--- src/rtl/chgc_pkg.sv ---
package chgc_pkg;

  typedef logic [11:0] reg_addr_t;

  localparam reg_addr_t OFS_TASK_LO = 12'h000;
  localparam reg_addr_t OFS_SUB_LO  = 12'h080;
  localparam reg_addr_t OFS_SUB_HI  = 12'h100;
  localparam reg_addr_t OFS_VEC     = 12'h500;
  localparam reg_addr_t OFS_SET     = 12'h504;
  localparam reg_addr_t OFS_CLR     = 12'h508;
  localparam reg_addr_t OFS_MASK_LO = 12'h800;

  typedef enum logic [3:0] {
    K_NONE,
    K_TASK_ON,
    K_TASK_OFF,
    K_SUB_ON,
    K_SUB_OFF,
    K_VEC,
    K_SET,
    K_CLR,
    K_MASK
  } reg_kind_t;

  // clear-side first, then set-side: set-side wins
  function automatic logic [31:0] vec_update(input logic [31:0] base,
                                             input logic [31:0] clr_bits,
                                             input logic [31:0] set_bits);
    return (base & ~clr_bits) | set_bits;
  endfunction

  // subscribe register image: index in low bits, enable in bit 31
  function automatic logic [31:0] sub_image(input logic on, input logic [7:0] idx);
    logic [31:0] r;
    r = 32'(idx);
    r[31] = on;
    return r;
  endfunction

endpackage

--- src/rtl/chgc_regdec.sv ---
module chgc_regdec
  import chgc_pkg::*;
#(
  parameter int NGRP = 6,
  localparam int GW = (NGRP > 1) ? $clog2(NGRP) : 1
) (
  input  logic             reg_wr,
  input  reg_addr_t        reg_addr,
  output reg_kind_t        kind,
  output logic [GW-1:0]    grp,
  output logic [NGRP-1:0]  wr_task_on,
  output logic [NGRP-1:0]  wr_task_off,
  output logic [NGRP-1:0]  wr_sub_on,
  output logic [NGRP-1:0]  wr_sub_off,
  output logic [NGRP-1:0]  wr_mask,
  output logic             wr_vec,
  output logic             wr_set,
  output logic             wr_clr
);

  localparam logic [3:0] NGRP4 = 4'(NGRP);
  localparam reg_addr_t  OFS_MASK_HI = OFS_MASK_LO + 12'(4 * NGRP);

  logic [3:0] slot;
  assign slot = reg_addr[6:3];

  always_comb begin
    kind = K_NONE;
    grp  = '0;
    if (reg_addr[1:0] == 2'b00) begin
      if (reg_addr < OFS_SUB_LO) begin
        if (slot < NGRP4) begin
          kind = reg_addr[2] ? K_TASK_OFF : K_TASK_ON;
          grp  = GW'(slot);
        end
      end else if (reg_addr < OFS_SUB_HI) begin
        if (slot < NGRP4) begin
          kind = reg_addr[2] ? K_SUB_OFF : K_SUB_ON;
          grp  = GW'(slot);
        end
      end else if (reg_addr == OFS_VEC) begin
        kind = K_VEC;
      end else if (reg_addr == OFS_SET) begin
        kind = K_SET;
      end else if (reg_addr == OFS_CLR) begin
        kind = K_CLR;
      end else if (reg_addr >= OFS_MASK_LO && reg_addr < OFS_MASK_HI) begin
        kind = K_MASK;
        grp  = GW'((reg_addr - OFS_MASK_LO) >> 2);
      end
    end
  end

  always_comb begin
    wr_task_on  = '0;
    wr_task_off = '0;
    wr_sub_on   = '0;
    wr_sub_off  = '0;
    wr_mask     = '0;
    wr_vec      = 1'b0;
    wr_set      = 1'b0;
    wr_clr      = 1'b0;
    if (reg_wr) begin
      case (kind)
        K_TASK_ON:  wr_task_on[grp]  = 1'b1;
        K_TASK_OFF: wr_task_off[grp] = 1'b1;
        K_SUB_ON:   wr_sub_on[grp]   = 1'b1;
        K_SUB_OFF:  wr_sub_off[grp]  = 1'b1;
        K_MASK:     wr_mask[grp]     = 1'b1;
        K_VEC:      wr_vec           = 1'b1;
        K_SET:      wr_set           = 1'b1;
        K_CLR:      wr_clr           = 1'b1;
        default:    ;
      endcase
    end
  end

endmodule

--- src/rtl/chgc_group.sv ---
module chgc_group
  import chgc_pkg::*;
#(
  parameter int NCH = 16,
  localparam int IDXW = (NCH > 1) ? $clog2(NCH) : 1
) (
  input  logic            clk,
  input  logic            rst_n,
  input  logic            wr_task_on,
  input  logic            wr_task_off,
  input  logic            wr_sub_on,
  input  logic            wr_sub_off,
  input  logic            wr_mask,
  input  logic [31:0]     wdata,
  input  logic [NCH-1:0]  chan_pulse,
  output logic [NCH-1:0]  mask_q,
  output logic [31:0]     sub_on_rd,
  output logic [31:0]     sub_off_rd,
  output logic            fire_on,
  output logic            fire_off,
  output logic            locked
);

  logic            son_en_q, soff_en_q;
  logic [IDXW-1:0] son_idx_q, soff_idx_q;
  logic            son_hit, soff_hit;
  logic            unused_grp_wdata;

  assign unused_grp_wdata = ^wdata;

  always_ff @(posedge clk or negedge rst_n) begin
    if (!rst_n) begin
      son_en_q   <= 1'b0;
      son_idx_q  <= '0;
      soff_en_q  <= 1'b0;
      soff_idx_q <= '0;
    end else begin
      if (wr_sub_on) begin
        son_en_q  <= wdata[31];
        son_idx_q <= wdata[IDXW-1:0];
      end
      if (wr_sub_off) begin
        soff_en_q  <= wdata[31];
        soff_idx_q <= wdata[IDXW-1:0];
      end
    end
  end

  assign locked = son_en_q | soff_en_q;

  always_ff @(posedge clk or negedge rst_n) begin
    if (!rst_n) begin
      mask_q <= '0;
    end else if (wr_mask && !locked) begin
      mask_q <= wdata[NCH-1:0];
    end
  end

  assign son_hit  = son_en_q  && chan_pulse[son_idx_q];
  assign soff_hit = soff_en_q && chan_pulse[soff_idx_q];

  assign fire_on  = (wr_task_on  && wdata[0]) || son_hit;
  assign fire_off = (wr_task_off && wdata[0]) || soff_hit;

  assign sub_on_rd  = sub_image(son_en_q,  8'(son_idx_q));
  assign sub_off_rd = sub_image(soff_en_q, 8'(soff_idx_q));

  AST_MASK_LOCKED: assert property (@(posedge clk) disable iff (!rst_n)
    locked |=> $stable(mask_q));

endmodule

--- src/rtl/chgc_chen_core.sv ---
module chgc_chen_core
  import chgc_pkg::*;
#(
  parameter int NCH  = 16,
  parameter int NGRP = 6
) (
  input  logic                      clk,
  input  logic                      rst_n,
  input  logic                      wr_vec,
  input  logic                      wr_set,
  input  logic                      wr_clr,
  input  logic [NCH-1:0]            wdata,
  input  logic [NGRP-1:0]           fire_on,
  input  logic [NGRP-1:0]           fire_off,
  input  logic [NGRP-1:0][NCH-1:0]  grp_mask,
  output logic [NCH-1:0]            en_q,
  output logic [NCH-1:0]            on_mask,
  output logic [NCH-1:0]            off_mask
);

  logic [NCH-1:0] base, clr_all, set_all, en_nxt;

  always_comb begin
    on_mask  = '0;
    off_mask = '0;
    for (int g = 0; g < NGRP; g++) begin
      if (fire_on[g])  on_mask  = on_mask  | grp_mask[g];
      if (fire_off[g]) off_mask = off_mask | grp_mask[g];
    end
  end

  assign base    = wr_vec ? wdata : en_q;
  assign clr_all = (wr_clr ? wdata : '0) | off_mask;
  assign set_all = (wr_set ? wdata : '0) | on_mask;
  assign en_nxt  = NCH'(vec_update(32'(base), 32'(clr_all), 32'(set_all)));

  always_ff @(posedge clk or negedge rst_n) begin
    if (!rst_n) en_q <= '0;
    else        en_q <= en_nxt;
  end

  AST_ENABLE_WINS: assert property (@(posedge clk) disable iff (!rst_n)
    (on_mask != '0) |=> ((en_q & $past(on_mask)) == $past(on_mask)));

  AST_DISABLE_CLEARS: assert property (@(posedge clk) disable iff (!rst_n)
    (!wr_vec && !wr_set && on_mask == '0) |=> ((en_q & $past(off_mask)) == '0));

  AST_SET_RAISES: assert property (@(posedge clk) disable iff (!rst_n)
    (wr_set && off_mask == '0) |=>
      ((en_q & ($past(en_q) | $past(wdata))) == ($past(en_q) | $past(wdata))));

  AST_CLR_LOWERS: assert property (@(posedge clk) disable iff (!rst_n)
    (wr_clr && on_mask == '0) |=>
      (((en_q & $past(wdata)) == '0) && ((en_q & ~$past(en_q)) == '0)));

endmodule

--- src/rtl/chgc_ctrl.sv ---
module chgc_ctrl
  import chgc_pkg::*;
#(
  parameter int NCH  = 16,
  parameter int NGRP = 6
) (
  input  logic            clk,
  input  logic            rst_n,
  input  logic            reg_wr,
  input  logic [11:0]     reg_addr,
  input  logic [31:0]     reg_wdata,
  output logic [31:0]     reg_rdata,
  input  logic [NCH-1:0]  chan_pulse,
  output logic [NCH-1:0]  chan_en
);

  localparam int GW = (NGRP > 1) ? $clog2(NGRP) : 1;

  reg_kind_t                 kind;
  logic [GW-1:0]             grp;
  logic [NGRP-1:0]           wr_task_on, wr_task_off, wr_sub_on, wr_sub_off, wr_mask;
  logic                      wr_vec, wr_set, wr_clr;
  logic [NGRP-1:0][NCH-1:0]  grp_mask;
  logic [NGRP-1:0][31:0]     sub_on_rd, sub_off_rd;
  logic [NGRP-1:0]           fire_on, fire_off, locked;
  logic [NCH-1:0]            en_q, on_mask, off_mask;
  logic                      unused_top_sig;

  assign unused_top_sig = ^{reg_wdata, locked, on_mask, off_mask};

  chgc_regdec #(.NGRP(NGRP)) u_dec (
    .reg_wr      (reg_wr),
    .reg_addr    (reg_addr),
    .kind        (kind),
    .grp         (grp),
    .wr_task_on  (wr_task_on),
    .wr_task_off (wr_task_off),
    .wr_sub_on   (wr_sub_on),
    .wr_sub_off  (wr_sub_off),
    .wr_mask     (wr_mask),
    .wr_vec      (wr_vec),
    .wr_set      (wr_set),
    .wr_clr      (wr_clr)
  );

  for (genvar g = 0; g < NGRP; g++) begin : g_grp
    chgc_group #(.NCH(NCH)) u_grp (
      .clk         (clk),
      .rst_n       (rst_n),
      .wr_task_on  (wr_task_on[g]),
      .wr_task_off (wr_task_off[g]),
      .wr_sub_on   (wr_sub_on[g]),
      .wr_sub_off  (wr_sub_off[g]),
      .wr_mask     (wr_mask[g]),
      .wdata       (reg_wdata),
      .chan_pulse  (chan_pulse),
      .mask_q      (grp_mask[g]),
      .sub_on_rd   (sub_on_rd[g]),
      .sub_off_rd  (sub_off_rd[g]),
      .fire_on     (fire_on[g]),
      .fire_off    (fire_off[g]),
      .locked      (locked[g])
    );
  end

  chgc_chen_core #(.NCH(NCH), .NGRP(NGRP)) u_core (
    .clk      (clk),
    .rst_n    (rst_n),
    .wr_vec   (wr_vec),
    .wr_set   (wr_set),
    .wr_clr   (wr_clr),
    .wdata    (reg_wdata[NCH-1:0]),
    .fire_on  (fire_on),
    .fire_off (fire_off),
    .grp_mask (grp_mask),
    .en_q     (en_q),
    .on_mask  (on_mask),
    .off_mask (off_mask)
  );

  assign chan_en = en_q;

  always_comb begin
    reg_rdata = '0;
    case (kind)
      K_SUB_ON:             reg_rdata = sub_on_rd[grp];
      K_SUB_OFF:            reg_rdata = sub_off_rd[grp];
      K_VEC, K_SET, K_CLR:  reg_rdata = 32'(en_q);
      K_MASK:               reg_rdata = 32'(grp_mask[grp]);
      default:              reg_rdata = '0;
    endcase
  end

  AST_SUB_PULSE_ON: assert property (@(posedge clk) disable iff (!rst_n)
    (fire_on != '0) |=> (chan_en != '0 || $past(on_mask) == '0));

endmodule

--- config.mk ---
export PLATFORM = sky130hd
export DESIGN_NAME = chgc_ctrl
export DESIGN_NICKNAME = d
export VERILOG_FILES = /design/src/rtl/chgc_pkg.sv /design/src/rtl/chgc_regdec.sv /design/src/rtl/chgc_group.sv /design/src/rtl/chgc_chen_core.sv /design/src/rtl/chgc_ctrl.sv
export SDC_FILE = /design/constraint.sdc
export NUM_CORES = 1
export LEC_CHECK = 0
export ABC_AREA = 1
export BUFFER_PORTS_ARGS = -buffer_cell sky130_fd_sc_hd__buf_2
export CAP_MARGIN = 10
export CORE_UTILIZATION = 55
export CTS_CLUSTER_SIZE = 24
export DETAILED_ROUTE_END_ITERATION = 6
export GPL_TIMING_DRIVEN = 0
export PLACE_DENSITY_LB_ADDON = 0.12
export REMOVE_ABC_BUFFERS = 1
export SYNTH_ARGS = -nofsm -noshare
export SYNTH_HDL_FRONTEND = slang
export SYNTH_SLANG_ARGS = --single-unit
--- constraint.sdc ---
create_clock -name clk -period 4.4 [get_ports clk]
set_clock_uncertainty 0.15 [all_clocks]
set_input_delay 0 -clock clk [delete_from_list [all_inputs] [get_ports clk]]
set_output_delay 0 -clock clk [all_outputs]
set_load 0.02 [all_outputs]
==> impl_metrics.toml <==
[worst_setup_path]
endpoint_kind = "flop"
crit_type = "input port to flop"
arrival_ns = 4.30
max_stage_delay_ns = 0.85
cp_max_fo = 25
critPathTopFamily = "simple AND/OR/NAND/NOR gates"
slowest_stage = "nand3_2"
regToRegStartpoint = "g_grp[5].u_grp.soff_idx_q[0]"
path_cells = "dlygate4sd3_1 -> buf_2 -> nand2_1 -> nand2_1 -> nor2_2 -> nand2_1 -> a21oi_4 -> nand3_2 -> nor2_1 -> nand2_1 -> buf_16 -> nand2_1 -> o21ai_1"
critPathBufInv = 3
required_ns = 4.56
cp_common_cell = "nand2_1"
startpoint_type = "input port"
crit_path_start = "reg_addr[5]"

[route]
route.met2.wl_um = 18800
wire_per_inst_um = 19.6
routed_wl_um = 42200
wl_met3_um = 4930
vias = 13041
wl_met1_um = 16500
top_layer_used = "met4"
ant_nets = 0
via_per_inst = 6.06
drc = 0
firstDrtPassIters = 6
detailedRoute.firstIterationViolations = 1499

[global_route]
grt_max_degree = 120
grt-ovfl-total = 0
grt_usage = 0.387
antenna_found_initial = 0
grt_pass1_wl_um = 65100
grt_pass1_vias = 11658

[final_layout]
fin_nets = 1929
layout-drive-gt1-share = 0.0964
antennaDiodeCount = 0
utilization = 0.627
instances_no_fill = 2152
area_growth_pct = 11.3
fin_area_mm2 = 0.0133

[die]
die_y_um = 149
num_io_pins = 111
start_util = 0.563
dieWidth_um = 149
rows = 53
coreArea_mm2 = 0.0212
dieArea_mm2 = 0.0222

[yosys]
yosys_warnings = 0
netlist_area_mm2 = 0.0119
ys_seq_area_frac = 0.361
syn_avg_cell_area_um2 = 6.50
yosys.area.top_type = "dfrtp_1"
synthCells = 1832
synth_top_area_frac = 0.361
yosysUniqueCellTypes = 40
synth_seq_cells = 172
yosys-top-cells-area = "dfrtp_1 (36%), nand2_1 (17%), o21ai_0 (12%), nor2_1 (6.3%), a21oi_1 (5.2%)"

[pwr]
power_density_mw_per_mm2 = 264
ir_drop_v = 0.000284
p_leak_nw = 5.96

[timing]
min_period_ns = 4.14
slew_violations = 0
max-slew-margin-rel = 0.214
setup-tns-final_ns = 0
setup_viol = 0
hold_violations = 0
hold_ws_ns = 0.146
worstMarginPinSlew_ns = 1.18
fmax_mhz = 241
rsz0062_at_grt = "no"
fin_crit_sh = 0.941

[clocking]
clock-sinks = 172
cts_resized = 0
cts_tree = "done"
numCtsBuffers = 17
htreeDepth = 4
cts_setup_buffers = 0
cts_buffer_depth = 2
path_clk_slew_ns = 0.07
clk_latency_ns = 0.45
cts_root_buf = "clkbuf_16"

[hold_path]
hold_path_class = "input port to flop"
hp-start = "reg_addr[4]"

[outcome]
status = "completed"

[placed_design]
dp_cells = 2096
place_hpwl_um = 26300
dpl_cell_area_mm2 = 0.0124
io_buffers = 80
place.gp.congestion = 0.971

[job]
maxCapViolCount = 0
[tightest hold or removal path: stages]
cell     delay [ns]
buf_2          0.14
inv_2          0.06
nor3_1         0.05
nand4_1        0.11
nand2_1        0.06
nand3_1        0.07
nor2_2         0.09
nor2_1         0.09
a21oi_1        0.04
[final timing paths]
kind	to	slack, ns	cells after the start
max reg2reg	u_core.en_q[4]	1.79	12
max in group asynchronous	g_grp[4].u_grp.mask_q[0]	2.98	4
min in group asynchronous	g_grp[0].u_grp.soff_idx_q[2]	0.51	4
min	g_grp[5].u_grp.son_idx_q[3]	0.15	9
max	g_grp[1].u_grp.mask_q[0]	0.26	13
min reg2reg	g_grp[1].u_grp.son_idx_q[3]	0.36	2
[placed cells by master, fill, tap and decap left out, types with 6 or more instances in the layout]
cell,Yosys,final
a21oi_1,123,123
a22o_1,10,10
buf_16,0,6
buf_2,18,79
buf_8,0,6
clkbuf_16,0,17
conb_1,1,15
dfrtp_1,172,172
dlygate4sd3_1,0,24
inv_1,98,98
inv_2,12,12
nand2_1,530,530
nand2_2,15,15
nand3_1,102,102
nand4_1,14,14
nor2_1,199,198
nor2_2,8,9
o2111ai_1,7,7
o211ai_1,6,6
o21ai_0,297,297
o21ai_1,71,71
o22a_1,6,6
o22ai_1,8,8
[what timing repair did]
item | 4_1_cts | 5_1_grt
endpoints found under the setup margin | 0 | 0
hold buffers | 25 | 0
endpoints found under the hold margin | 278 | 0
[sequential cells by signal (all words and copies together) (netlist names)]
register,cells
g_grp.u_grp.son_idx_q,24
g_grp.u_grp.son_en_q,6
g_grp.u_grp.soff_en_q,6
g_grp.u_grp.mask_q,96
u_core.en_q,16
g_grp.u_grp.soff_idx_q,24
[area by class of cell]
| class | instances | area, µm² |
|---|---|---|
| clock buffers | 17 | 425 |
| clock inverters | 13 | 169 |
| fillers | 2005 | 7900 |
| inverters | 112 | 420 |
| multi-input cells | 1446 | 6670 |
| flip-flops and latches | 172 | 4300 |
| well taps | 275 | 344 |
| repair buffers | 117 | 922 |
[kinds of logic (layout without fill, tap and decap cells)]
logic type             count (synthesis)  after routing  share of synthesized area
AO/OA/AOI/OAI                        544            544                      0.245
buffers and inverters                228            259                     0.0835
flip-flops                           172            172                      0.361
other                                  1             15                   0.000315
AND/OR/NAND/NOR                      887            887                      0.309
[power by group]
group	internal, mW	leakage [nW]	total, mW	switching, mW
clock	0.891	0.278	1.58	0.691
sequential	1.59	2.34	1.61	0.0193
combinational	0.0860	3.34	0.310	0.224
total	2.57	5.96	3.50	0.934
[per-layer routing]
metal / global-route usage / vias to the layer above
met5: 0 / -
met2: 0.603 / 837
met4: 0.207 / 0
li1: - / 6114
met1: 0.506 / 5922
met3: 0.0777 / 168
[synth_stat cells]
master / number
o211ai_1: 6
a22oi_1: 5
inv_1: 98
buf_1: 4
o21ai_0: 297
nor3_1: 3
nor2_2: 8
a31oi_1: 1
a32o_1: 1
inv_2: 12
o22ai_1: 8
o21ai_2: 1
nand3_2: 3
buf_4: 27
nand3_1: 102
o21ai_4: 5
o22a_1: 6
nand2_1: 530
and3b_1: 1
nand2_2: 15
buf_6: 2
a21oi_1: 123
nand3_4: 1
nand3b_1: 1
clkbuf_1: 65
nand4_1: 14
nand2_4: 3
nor2_1: 199
conb_1: 1
nor2_4: 5
o2111ai_1: 7
dfrtp_1: 172
clkinv_1: 2
buf_2: 18
a21oi_2: 2
o21ai_1: 71
o21a_1: 1
a22o_1: 10
nand4_2: 1
nor4_4: 1
[stage by stage]
| step | worst slack (ns) | total power, mW |
|---|---|---|
| floorplan | 1.07 | 1.78 |
| global placement | -1.54 | 1.92 |
| detailed placement | 0.508 | 1.93 |
| CTS | 0.423 | 3.49 |
| global route | 0.208 | 3.59 |
| finish | 0.259 | 3.50 |
No activity file was read; power rests on OpenSTA's default activity.
